<file path="src/rtl/tfr_pkg.sv">
package tfr_pkg;

   // Classification of one input character
   typedef enum logic [2:0] {
      CK_NONE    = 3'd0,
      CK_FAULT   = 3'd1,
      CK_OPEN    = 3'd2,
      CK_FOREIGN = 3'd3,
      CK_DATA    = 3'd4
   } chr_kind_e;

   function automatic int unsigned idx_width(input int unsigned n);
      return (n > 1) ? $clog2(n) : 1;
   endfunction

endpackage

</file>
<file path="src/rtl/tfr_char_classify.sv">
module tfr_char_classify #(
   parameter logic [7:0] SYNC_ADDR = 8'h01
) (
   input  logic                 chr_valid,
   input  logic [7:0]           chr_data,
   input  logic                 chr_tag,
   input  logic                 err_frame,
   input  logic                 err_overrun,
   input  logic                 err_parity,
   output tfr_pkg::chr_kind_e   kind
);
   import tfr_pkg::*;

   logic any_err;

   assign any_err = err_frame | err_overrun | err_parity;

   always_comb begin
      kind = CK_NONE;
      if (chr_valid) begin
         if (any_err)
            kind = CK_FAULT;
         else if (chr_tag && chr_data == SYNC_ADDR)
            kind = CK_OPEN;
         else if (chr_tag)
            kind = CK_FOREIGN;
         else
            kind = CK_DATA;
      end
   end

endmodule

</file>
<file path="src/rtl/tfr_frame_ctrl.sv">
module tfr_frame_ctrl #(
   parameter int unsigned TOTAL = 8,
   localparam int unsigned CNT_W = $clog2(TOTAL + 1),
   localparam int unsigned IDX_W = tfr_pkg::idx_width(TOTAL)
) (
   input  logic                clk,
   input  logic                rst_n,
   input  tfr_pkg::chr_kind_e  kind,
   output logic                wr_en,
   output logic [IDX_W-1:0]    wr_idx,
   output logic                last_byte,
   output logic [CNT_W-1:0]    remain
);
   import tfr_pkg::*;

   logic [IDX_W-1:0] idx_q;

   assign wr_en     = (kind == CK_DATA) && (remain != '0);
   assign wr_idx    = idx_q;
   assign last_byte = wr_en && (remain == CNT_W'(1));

   always_ff @(posedge clk or negedge rst_n) begin
      if (!rst_n) begin
         remain <= '0;
         idx_q  <= '0;
      end else begin
         unique case (kind)
            CK_FAULT, CK_FOREIGN: remain <= '0;
            CK_OPEN: begin
               remain <= CNT_W'(TOTAL);
               idx_q  <= '0;
            end
            CK_DATA: begin
               if (remain != '0) begin
                  remain <= remain - CNT_W'(1);
                  idx_q  <= idx_q + IDX_W'(1);
               end
            end
            default: ;
         endcase
      end
   end

endmodule

</file>
<file path="src/rtl/tfr_row_store.sv">
module tfr_row_store #(
   parameter int unsigned ROWS      = 4,
   parameter int unsigned ROW_BYTES = 2,
   localparam int unsigned TOTAL     = ROWS * ROW_BYTES,
   localparam int unsigned IDX_W     = tfr_pkg::idx_width(TOTAL),
   localparam int unsigned ROW_IDX_W = tfr_pkg::idx_width(ROWS + 1),
   localparam int unsigned ROW_W     = 8 * ROW_BYTES
) (
   input  logic                 clk,
   input  logic                 rst_n,
   input  logic                 wr_en,
   input  logic [IDX_W-1:0]     wr_idx,
   input  logic [7:0]           wr_byte,
   input  logic [ROW_IDX_W-1:0] rd_row,
   output logic [ROW_W-1:0]     rd_data
);

   logic [ROW_W-1:0] rows [ROWS];

   for (genvar r = 0; r < ROWS; r++) begin : g_row
      for (genvar l = 0; l < ROW_BYTES; l++) begin : g_lane
         localparam int unsigned POS = r * ROW_BYTES + l;
         logic hit;
         assign hit = wr_en && (wr_idx == IDX_W'(POS));
         always_ff @(posedge clk or negedge rst_n) begin
            if (!rst_n)
               rows[r][8*l +: 8] <= 8'h00;
            else if (hit)
               rows[r][8*l +: 8] <= wr_byte;
         end
      end
   end

   if (ROWS == 1) begin : g_rd_single
      assign rd_data = (rd_row == '0) ? rows[0] : '0;
   end else begin : g_rd_mux
      always_comb begin
         rd_data = '0;
         for (int i = 0; i < ROWS; i++)
            if (rd_row == ROW_IDX_W'(i))
               rd_data = rows[i];
      end
   end

endmodule

</file>
<file path="src/rtl/tfr_done_flag.sv">
module tfr_done_flag (
   input  logic clk,
   input  logic rst_n,
   input  logic set_i,
   input  logic ack,
   output logic synced
);

   // completion wins over a same-edge acknowledge
   always_ff @(posedge clk or negedge rst_n) begin
      if (!rst_n)
         synced <= 1'b0;
      else if (set_i)
         synced <= 1'b1;
      else if (ack)
         synced <= 1'b0;
   end

endmodule

</file>
<file path="src/rtl/tagged_frame_rx.sv">
module tagged_frame_rx #(
   parameter int unsigned ROWS      = 4,
   parameter int unsigned ROW_BYTES = 2,
   parameter logic [7:0]  SYNC_ADDR = 8'h01,
   localparam int unsigned TOTAL     = ROWS * ROW_BYTES,
   localparam int unsigned CNT_W     = $clog2(TOTAL + 1),
   localparam int unsigned IDX_W     = tfr_pkg::idx_width(TOTAL),
   localparam int unsigned ROW_IDX_W = tfr_pkg::idx_width(ROWS + 1),
   localparam int unsigned ROW_W     = 8 * ROW_BYTES
) (
   input  logic                 clk,
   input  logic                 rst_n,
   input  logic                 chr_valid,
   input  logic [7:0]           chr_data,
   input  logic                 chr_tag,
   input  logic                 err_frame,
   input  logic                 err_overrun,
   input  logic                 err_parity,
   input  logic                 ack,
   input  logic [ROW_IDX_W-1:0] rd_row,
   output logic [ROW_W-1:0]     rd_data,
   output logic                 synced
);
   import tfr_pkg::*;

   if (ROWS < 1) begin : g_bad_rows
      $error("tagged_frame_rx: ROWS must be at least 1");
   end
   if (ROW_BYTES < 1) begin : g_bad_bytes
      $error("tagged_frame_rx: ROW_BYTES must be at least 1");
   end
   if (TOTAL > 4096) begin : g_bad_total
      $error("tagged_frame_rx: buffer too large");
   end

   chr_kind_e        kind;
   logic             wr_en;
   logic [IDX_W-1:0] wr_idx;
   logic             last_byte;
   logic [CNT_W-1:0] remain;

   tfr_char_classify #(.SYNC_ADDR(SYNC_ADDR)) u_cls (
      .chr_valid  (chr_valid),
      .chr_data   (chr_data),
      .chr_tag    (chr_tag),
      .err_frame  (err_frame),
      .err_overrun(err_overrun),
      .err_parity (err_parity),
      .kind       (kind)
   );

   tfr_frame_ctrl #(.TOTAL(TOTAL)) u_ctl (
      .clk      (clk),
      .rst_n    (rst_n),
      .kind     (kind),
      .wr_en    (wr_en),
      .wr_idx   (wr_idx),
      .last_byte(last_byte),
      .remain   (remain)
   );

   tfr_row_store #(.ROWS(ROWS), .ROW_BYTES(ROW_BYTES)) u_store (
      .clk    (clk),
      .rst_n  (rst_n),
      .wr_en  (wr_en),
      .wr_idx (wr_idx),
      .wr_byte(chr_data),
      .rd_row (rd_row),
      .rd_data(rd_data)
   );

   tfr_done_flag u_flag (
      .clk   (clk),
      .rst_n (rst_n),
      .set_i (last_byte),
      .ack   (ack),
      .synced(synced)
   );

endmodule

</file>
<file path="config.mk">
export PLATFORM = sky130hd
export DESIGN_NAME = tagged_frame_rx
export DESIGN_NICKNAME = d
export VERILOG_FILES = /design/src/rtl/tfr_pkg.sv /design/src/rtl/tfr_char_classify.sv /design/src/rtl/tfr_frame_ctrl.sv /design/src/rtl/tfr_row_store.sv /design/src/rtl/tfr_done_flag.sv /design/src/rtl/tagged_frame_rx.sv
export SDC_FILE = /design/constraint.sdc
export NUM_CORES = 1
export LEC_CHECK = 0
export ABC_CLOCK_PERIOD_IN_PS = 4000
export BUFFER_PORTS_ARGS = -buffer_cell sky130_fd_sc_hd__buf_2
export CAP_MARGIN = 10
export CORE_AREA = 2 2 82 104
export CTS_CLUSTER_DIAMETER = 150
export DETAILED_ROUTE_END_ITERATION = 6
export DIE_AREA = 0 0 84 106
export GPL_ROUTABILITY_DRIVEN = 0
export PLACE_DENSITY = 0.71
export REMOVE_ABC_BUFFERS = 1
export SLEW_MARGIN = 25
export SYNTH_ARGS = -nofsm -noshare
export SYNTH_HDL_FRONTEND = slang
export SYNTH_SLANG_ARGS = --single-unit
export TNS_END_PERCENT = 100
</file>
<file path="constraint.sdc">
create_clock -name clk -period 4 [get_ports clk]
set_clock_uncertainty 0.2 [all_clocks]
set_input_delay 0.6 -clock clk [delete_from_list [all_inputs] [get_ports clk]]
set_output_delay 0.6 -clock clk [all_outputs]
set_load 0.03 [all_outputs]
</file>
==> metrics.md, run 1 <==
| Metric | Value |
|---|---|
| Outcome | `complete, no violations` |
| Yosys reg bits | `72` |
| TNS Setup | `0 ns` |
| CTS tree | `done` |
| Die Footprint | `about 0.0089 sq mm` |
| Die height | `106 um` |
| Avg Inst Size Synth | `14.93 sq um` |
| Root Driver | `clkbuf_8` |
| Cts bufs inserted | `9` |
| I/O pin cnt | `36` |
| Crit-path slowest cell | `mux4_2` |
| Routed WL | `6.493 mm` |
| Period utilization | `69.99%` |
| Worst-Skew Late Latency | `0.34 ns` |
| Critical Path RT | `3.20 ns` |
| Lkg Pwr | `1.934 nW` |
| Clk buf depth | `2` |
| Fraction of registers with async set/reset | `100.0%` |
| Peak supply drop | `approximately 0.00019 V` |
| Multi-input gate area | `roughly 0.0016 sq mm` |
| Clock-pin slew on the worst setup and hold paths | `about 0.07 ns` |
| RSZ-0062 raised after global routing | `false` |
| Starting Density | `43.45%` |
| Die X | `84 um` |
| Cell chain of the critical path | `buf_2, mux4_2, nor2b_1, buf_2` |
| Layout cells sized above 1 | `50.55%` |
| Hpwl dp | `4.374 mm` |
| CP dominant cell by count | `buf_2` |
| Post-synthesis cell area | `0.003480 sq mm` |
| CP arrival | `2.00 ns` |
| Hold Crit Class | `register to register` |
| FMAX | `0.3572 GHz` |
| Grt ovf | `0` |
| Core area | `around 0.008 sq mm` |
| Commonest non-fill, non-tap cell in the layout | `dfrtp_1` |
| Post-Place Cell Area | `0.003696 sq mm` |
| Layout Nets | `about 300` |
| Least-Margin Pin Slew | `0.6358 ns` |
| Worst setup EP type | `output pin` |
| Period minus WS final | `2.800 ns` |
| Inserted Diodes | `0` |
| Synth Flop Type | `dfrtp_1` |
| Worst path max stage delay | `0.59 ns` |
| EDFF count, synth | `0` |
| Mapped Cells | `233` |
| Slew Limit Fails | `0` |
| Vias in the first global route | `2140` |
| Drt initial violations | `between 100 and 150` |
| Clock sinks | `between 70 and 80` |
| WL/cell | `17.55 um` |
| Relative slew slack | `57.61%` |
| Reg2Reg Setup Slack | `1.37 ns` |
| Post-route cell area | `0.003928 sq mm` |
| Netlist cell types | `36` |
| IO Port Bufs | `35` |
| First-pass GRT wire length | `roughly 11 mm` |
| Largest net degree at the start of global routing | `53` |
| Initial antenna violation count | `0` |
| Residual DRC count | `0` |
| Pwr dens | `394.7 mW/mm^2` |
| Htree depth | `3` |
| Drt via density | `5.408` |
| Placement row count | `37` |
| Area Growth Syn to Fin | `12.87%` |
| Min Hold Slack | `0.3028 ns` |
| Vias post-DR | `2001` |
| Most frequent cells in the layout | `72 x dfrtp_1, 65 x mux2_2, 35 x buf_2` |
| GRT Total Usage | `16.17%` |
| Worst-path maximum fanout | `16` |
| Critical Path Start Type | `input port` |
| Synthesis Warnings | `0` |
| Max-Cap Viols | `0` |
| Register area share after synthesis | `51.78%` |
| Fill count | `711` |
| DR pass1 iterations | `5` |
| Endpoints failing hold | `0` |
| Post-route ant nets | `0` |
| Endpoints failing setup | `0` |
| Register area | `0.001802 sq mm` |
| Critical path class | `input port to output pin` |
==> cells in the mapped netlist, types with 2 or more instances <==
cell      instances  share of area (%)
clkbuf_1          4               0.43
ha_1              8                2.9
nor2_1            3               0.32
o31ai_1           2               0.43
buf_2             4               0.58
mux2_2           65                 21
nor2b_1          17                3.1
inv_1             8               0.86
and3_1            4               0.72
buf_6             2               0.65
mux4_2           16                 10
buf_4             2               0.43
nand2_1           2               0.22
dfrtp_1          72                 52
and2_1            2               0.36
a32o_1            2               0.58
==> cells by family (layout without fill, tap and decap cells) <==
kind of cell / after synthesis / in the layout / share of synthesized area, %
simple gates: 38 / 38 / 7.515
fa+ha+maj: 8 / 8 / 2.877
compound gates: 13 / 13 / 3.056
mux: 81 / 81 / 31.39
buf+inv: 21 / 61 / 3.380
flops: 72 / 72 / 51.78
==> metal layers <==
metal	track usage, %	share of wire, %	up-vias
li1	-	-	924
met1	20.82	43	1035
met2	26.23	52	33
met3	4.270	3.4	9
met4	6.336	1.6	0
met5	0	0	-
==> repair_timing <==
action / in CTS / in global routing
gates resized for setup: 0 / 0
hold buffers: 1 / 0
buffers inserted: 0 / 0
hold endpoints to repair: 18 / 0
==> state kept, by name, indices dropped and copies added (netlist names) <==
name,flops
u_store.rows,64
u_ctl.remain,4
u_ctl.wr_idx,3
u_flag.synced,1
==> area by class of cell <==
class	instances	area share (%)
flip-flops and latches	72	45.87
repair buffers	37	4.906
clock buffers	11	3.600
clock inverters	5	2.039
well taps	97	3.090
inverters	8	0.7646
multi-input cells	140	39.73
==> worst max-delay path, delay by kind of cell <==
| kind | cells | cell delay [ns] |
|---|---|---|
| buffers and inverters | 2 | 0.66 |
| multiplexers | 1 | 0.59 |
| AND/OR/NAND/NOR | 1 | 0.15 |
==> metrics by stage <==
stage	total power, mW	cells	utilization (%)	setup slack [ns]
3_3_place_gp	0.9282	353	46.15	1.040
6_report	1.550	370	49.04	1.200
5_1_grt	1.624	370	49.04	1.091
2_1_floorplan	0.8676	220	-	1.422
3_5_place_dp	0.9322	353	46.15	1.016
4_1_cts	1.571	370	49.04	1.154
==> worst paths after layout <==
kind	from	depth (start not counted)	endpoint
worst min register to register	u_store.rows[16]$_DFFE_PN0P_	1	u_store.rows[16]$_DFFE_PN0P_
max in group asynchronous	rst_n	3	u_store.rows[21]$_DFFE_PN0P_
min in group asynchronous	rst_n	2	u_store.rows[41]$_DFFE_PN0P_
worst max-delay path	rd_row[0]	4	rd_data[3]
worst max register to register	u_ctl.remain[0]$_DFFE_PN0P_	6	u_store.rows[58]$_DFFE_PN0P_
worst min-delay path	u_store.rows[16]$_DFFE_PN0P_	1	u_store.rows[16]$_DFFE_PN0P_
==> where the power goes <==
part           switching, mW  internal [mW]  total [mW]
Sequential            0.0183          0.759       0.777
Clock                  0.266          0.367       0.633
Combinational         0.0733         0.0661       0.139
(Power assumes the default switching activity.)
==> inputs of run 2 (changes only) <==
--- a/config.mk
+++ b/config.mk
@@ -5,15 +5,16 @@
 export SDC_FILE = /design/constraint.sdc
 export NUM_CORES = 1
 export LEC_CHECK = 0
-export ABC_CLOCK_PERIOD_IN_PS = 4000
+export ABC_AREA = 1
+export ABC_CLOCK_PERIOD_IN_PS = 2550
 export BUFFER_PORTS_ARGS = -buffer_cell sky130_fd_sc_hd__buf_2
 export CAP_MARGIN = 10
-export CORE_AREA = 2 2 82 104
+export CORE_AREA = 2 2 83 104
 export CTS_CLUSTER_DIAMETER = 150
 export DETAILED_ROUTE_END_ITERATION = 6
-export DIE_AREA = 0 0 84 106
+export DIE_AREA = 0 0 85 106
 export GPL_ROUTABILITY_DRIVEN = 0
-export PLACE_DENSITY = 0.71
+export PLACE_DENSITY = 0.74
 export REMOVE_ABC_BUFFERS = 1
 export SLEW_MARGIN = 25
 export SYNTH_ARGS = -nofsm -noshare
==> constraint.sdc (replaced) <==
create_clock -name clk -period 2.55 [get_ports clk]
set_clock_uncertainty 0.2 [all_clocks]
set_input_delay 0.3825 -clock clk [delete_from_list [all_inputs] [get_ports clk]]
set_output_delay 0.3825 -clock clk [all_outputs]
set_load 0.03 [all_outputs]
==> run 2 against run 1 <==
Effect of this change: worst setup slack got worse by 0.68 ns; critical path depth grew 3; synthesized area increased by 1.0%; utilization increased by 0.073 points; design area increased by 1.3%; die area up 1.2%; combinational power down 9%; largest cell class unchanged.
==> metrics.md, run 2 <==
| Metric | Value |
|---|---|
| Post-Synth Simple-Gate Area | `29.79%` |
| Fill count | `747` |
| Critical path class | `input port to output pin` |
| TNS Setup | `0 ns` |
| Fraction of registers with async set/reset | `100.0%` |
| Clock sinks | `72` |
| Register area share after synthesis | `around 51%` |
| Root Driver | `clkbuf_8` |
| Hpwl dp | `about 5.2 mm` |
| Die Footprint | `approximately 0.0090 sq mm` |
| Initial antenna violation count | `0` |
| IO Port Bufs | `35` |
| Mapped Cells | `393` |
| Synth Flop Type | `dfrtp_1` |
| Htree depth | `3` |
| Starting Density | `a little over two fifths` |
| Yosys reg bits | `72` |
| Critical Path Start Type | `input port` |
| R2R depth | `7` |
| Vias in the first global route | `2730` |
| Hold depth | `2` |
| Register area | `0.001802 sq mm` |
| Worst setup EP type | `output pin` |
| Post-synthesis xor/xnor area fraction | `0%` |
| Die height | `106 um` |
| Main combinational cell family by area after synthesis | `simple AND/OR/NAND/NOR gates` |
| Placement row count | `37` |
| CP arrival | `1.44 ns` |
| Period utilization | `79.43%` |
| RSZ-0062 raised after global routing | `false` |
| Sequential power share | `between 50% and 60%` |
| Post-synthesis cell area | `0.003516 sq mm` |
| Max-Cap Viols | `0` |
| Endpoints failing setup | `0` |
| Most numerous cell in the Yosys netlist | `nand2_1` |
| Top cells by area, synth | `dfrtp_1 51%, nand2_1 15%, o21ai_1 8.0%` |
| Cts bufs inserted | `9` |
| Clock-pin slew on the worst setup and hold paths | `roughly 0.08 ns` |
| Psw | `521.7 uW` |
| Drt via density | `roughly 5.2` |
| Largest Register | `u_store.rows` |
| Synthesis Warnings | `0` |
| FMAX | `0.4937 GHz` |
| Setup bufs post-CTS | `0` |
| Most frequent cells after synthesis | `141 x nand2_1, 72 x dfrtp_1, 56 x o21ai_1` |
| Inserted Diodes | `0` |
| Period minus WS final | `around 2.0 ns` |
| Grt ovf | `0` |
| Critical Path RT | `1.97 ns` |
| Peak supply drop | `0.0002863 V` |
| Avg Inst Size Synth | `8.946 sq um` |
| Pwr dens | `572.4 mW/mm^2` |
| Cts repair resizes | `0` |
| Relative slew slack | `between 60% and 70%` |
| Endpoints failing hold | `0` |
| Drt initial violations | `250` |
| Worst-path maximum fanout | `18` |
| I/O pin cnt | `36` |
| Area Growth Syn to Fin | `13.17%` |
| EDFF count, synth | `0` |
| Min Hold Slack | `0.01549 ns` |
| Netlist cell types | `22` |
| Synth area leader | `dfrtp_1` |
| Clk buf depth | `2` |
| Hold Crit Class | `input port to register` |
| Sw Share | `approximately 23%` |
| Residual DRC count | `0` |
| Layout Nets | `458` |
| Post-route ant nets | `0` |
| Slew Limit Fails | `0` |
| Commonest non-fill, non-tap cell in the layout | `nand2_1` |
| Least-Margin Pin Slew | `0.5714 ns` |
| WL/cell | `14.16 um` |
| Die X | `85 um` |
| Largest register FFs | `64` |
| GRT Total Usage | `18.24%` |
| Outcome | `complete, no violations` |
| Compound-Gate Fraction of Synth Area | `10.60%` |
| Core area | `between 0.008 and 0.009 sq mm` |
| Largest net degree at the start of global routing | `50` |
| Worst-Skew Late Latency | `0.35 ns` |
| Multi-input gate area | `0.001520 sq mm` |
| Clock power share | `43.8%` |
| CTS tree | `done` |
| Combinational power share | `5.6%` |
| Most frequent cells in the layout | `141 x nand2_1, 72 x dfrtp_1, 56 x o21ai_1` |
| Top-area cell type share of the netlist area | `51.25%` |
| First-pass GRT wire length | `between 10 and 15 mm` |
| Adder-cell area share of the yosys netlist | `2.847%` |
| Final total power | `2.278 mW` |
| Vias post-DR | `between 2000 and 3000` |
| Post-route cell area | `~0.0040 sq mm` |
| Layout cells sized above 1 | `17.89%` |
| Lkg Pwr | `2.037 nW` |
| DR pass1 iterations | `4` |
| Routed WL | `roughly 7.5 mm` |
| Cell internal pwr | `1.756 mW` |
| Multiplexer share of the synthesized area | `0%` |
| Post-Place Cell Area | `0.003747 sq mm` |
[run 2: cell count changes after synthesis, moves of 8 or more]
cell	change
inv_1	+11
mux2_2	-65
mux4_2	-16
nand2_1	+139
nand3_1	+8
nand4_1	+33
nor2_1	+10
nor2b_1	-17
o21ai_1	+56
o21ai_2	+8
[run 2: per-stage QoR]
stage          setup slack [ns]  util [%]  std cells
2_1_floorplan            0.3042         -        379
3_3_place_gp             0.5575     46.25        516
3_5_place_dp             0.5258     46.25        516
4_1_cts                  0.5236     49.11        533
5_1_grt                  0.4063     49.11        533
6_report                 0.5245     49.11        533
[run 2: layout make-up]
cell class	count	area share, %
sequential	72	45.28
multi-input combinational	286	38.21
timing repair buffer	41	5.912
clock buffer	11	3.553
tap	97	3.050
clock inverter	5	2.013
inverter	21	1.981
[run 2: worst paths after layout]
path | startpoint | endpoint | slack (ns)
setup / recovery | rd_row[0] | rd_data[7] | 0.52
hold / removal | ack | u_flag.synced$_DFFE_PN0P_ | 0.02
setup reg to reg | u_ctl.remain[0]$_DFFE_PN0P_ | u_ctl.wr_idx[0]$_DFFE_PN0P_ | 0.63
hold reg to reg | u_store.rows[42]$_DFFE_PN0P_ | u_store.rows[42]$_DFFE_PN0P_ | 0.28
max in group asynchronous | rst_n | u_store.rows[51]$_DFFE_PN0P_ | 1.14
min in group asynchronous | rst_n | u_flag.synced$_DFFE_PN0P_ | 0.36
[run 2: worst max-delay path: stages]
cell     delay [ns]
buf_2          0.10
inv_2          0.13
nor3_2         0.18
buf_4          0.25
nand2_1        0.08
nand4_1        0.10
buf_2          0.21
[run 2: logic make-up (layout without fill, tap and decap cells)]
group	Yosys count	after routing
and+or+nand+nor	210	210
DFF	72	72
AOI/OAI and AO/OA	68	68
buffers and inverters	35	78
adders and majority gates	8	8
[run 2: power by group through the flow]
stage | Sequential (mW) | Clock, mW | Combinational, mW
4_1_cts | 1.15 | 1.02 | 0.130
2_1_floorplan | 1.17 | 0 | 0.0581
5_1_grt | 1.15 | 1.08 | 0.145
6_report | 1.15 | 0.997 | 0.127
3_5_place_dp | 1.18 | 0 | 0.128
3_3_place_gp | 1.18 | 0 | 0.125
[run 2: layer usage]
| metal | vias to the layer above | GRT usage, % | part of all wire [%] |
|---|---|---|---|
| met5 | - | 0 | 0 |
| met4 | 0 | 8.617 | 1.6 |
| met3 | 10 | 3.028 | 4.9 |
| met2 | 65 | 29.58 | 49 |
| met1 | 1302 | 23.70 | 45 |
| li1 | 1404 | - | - |
[run 2: timing repair]
action,CTS,global route
hold endpoints to repair,23,0
hold buffers,1,0
setup endpoints to repair,0,0
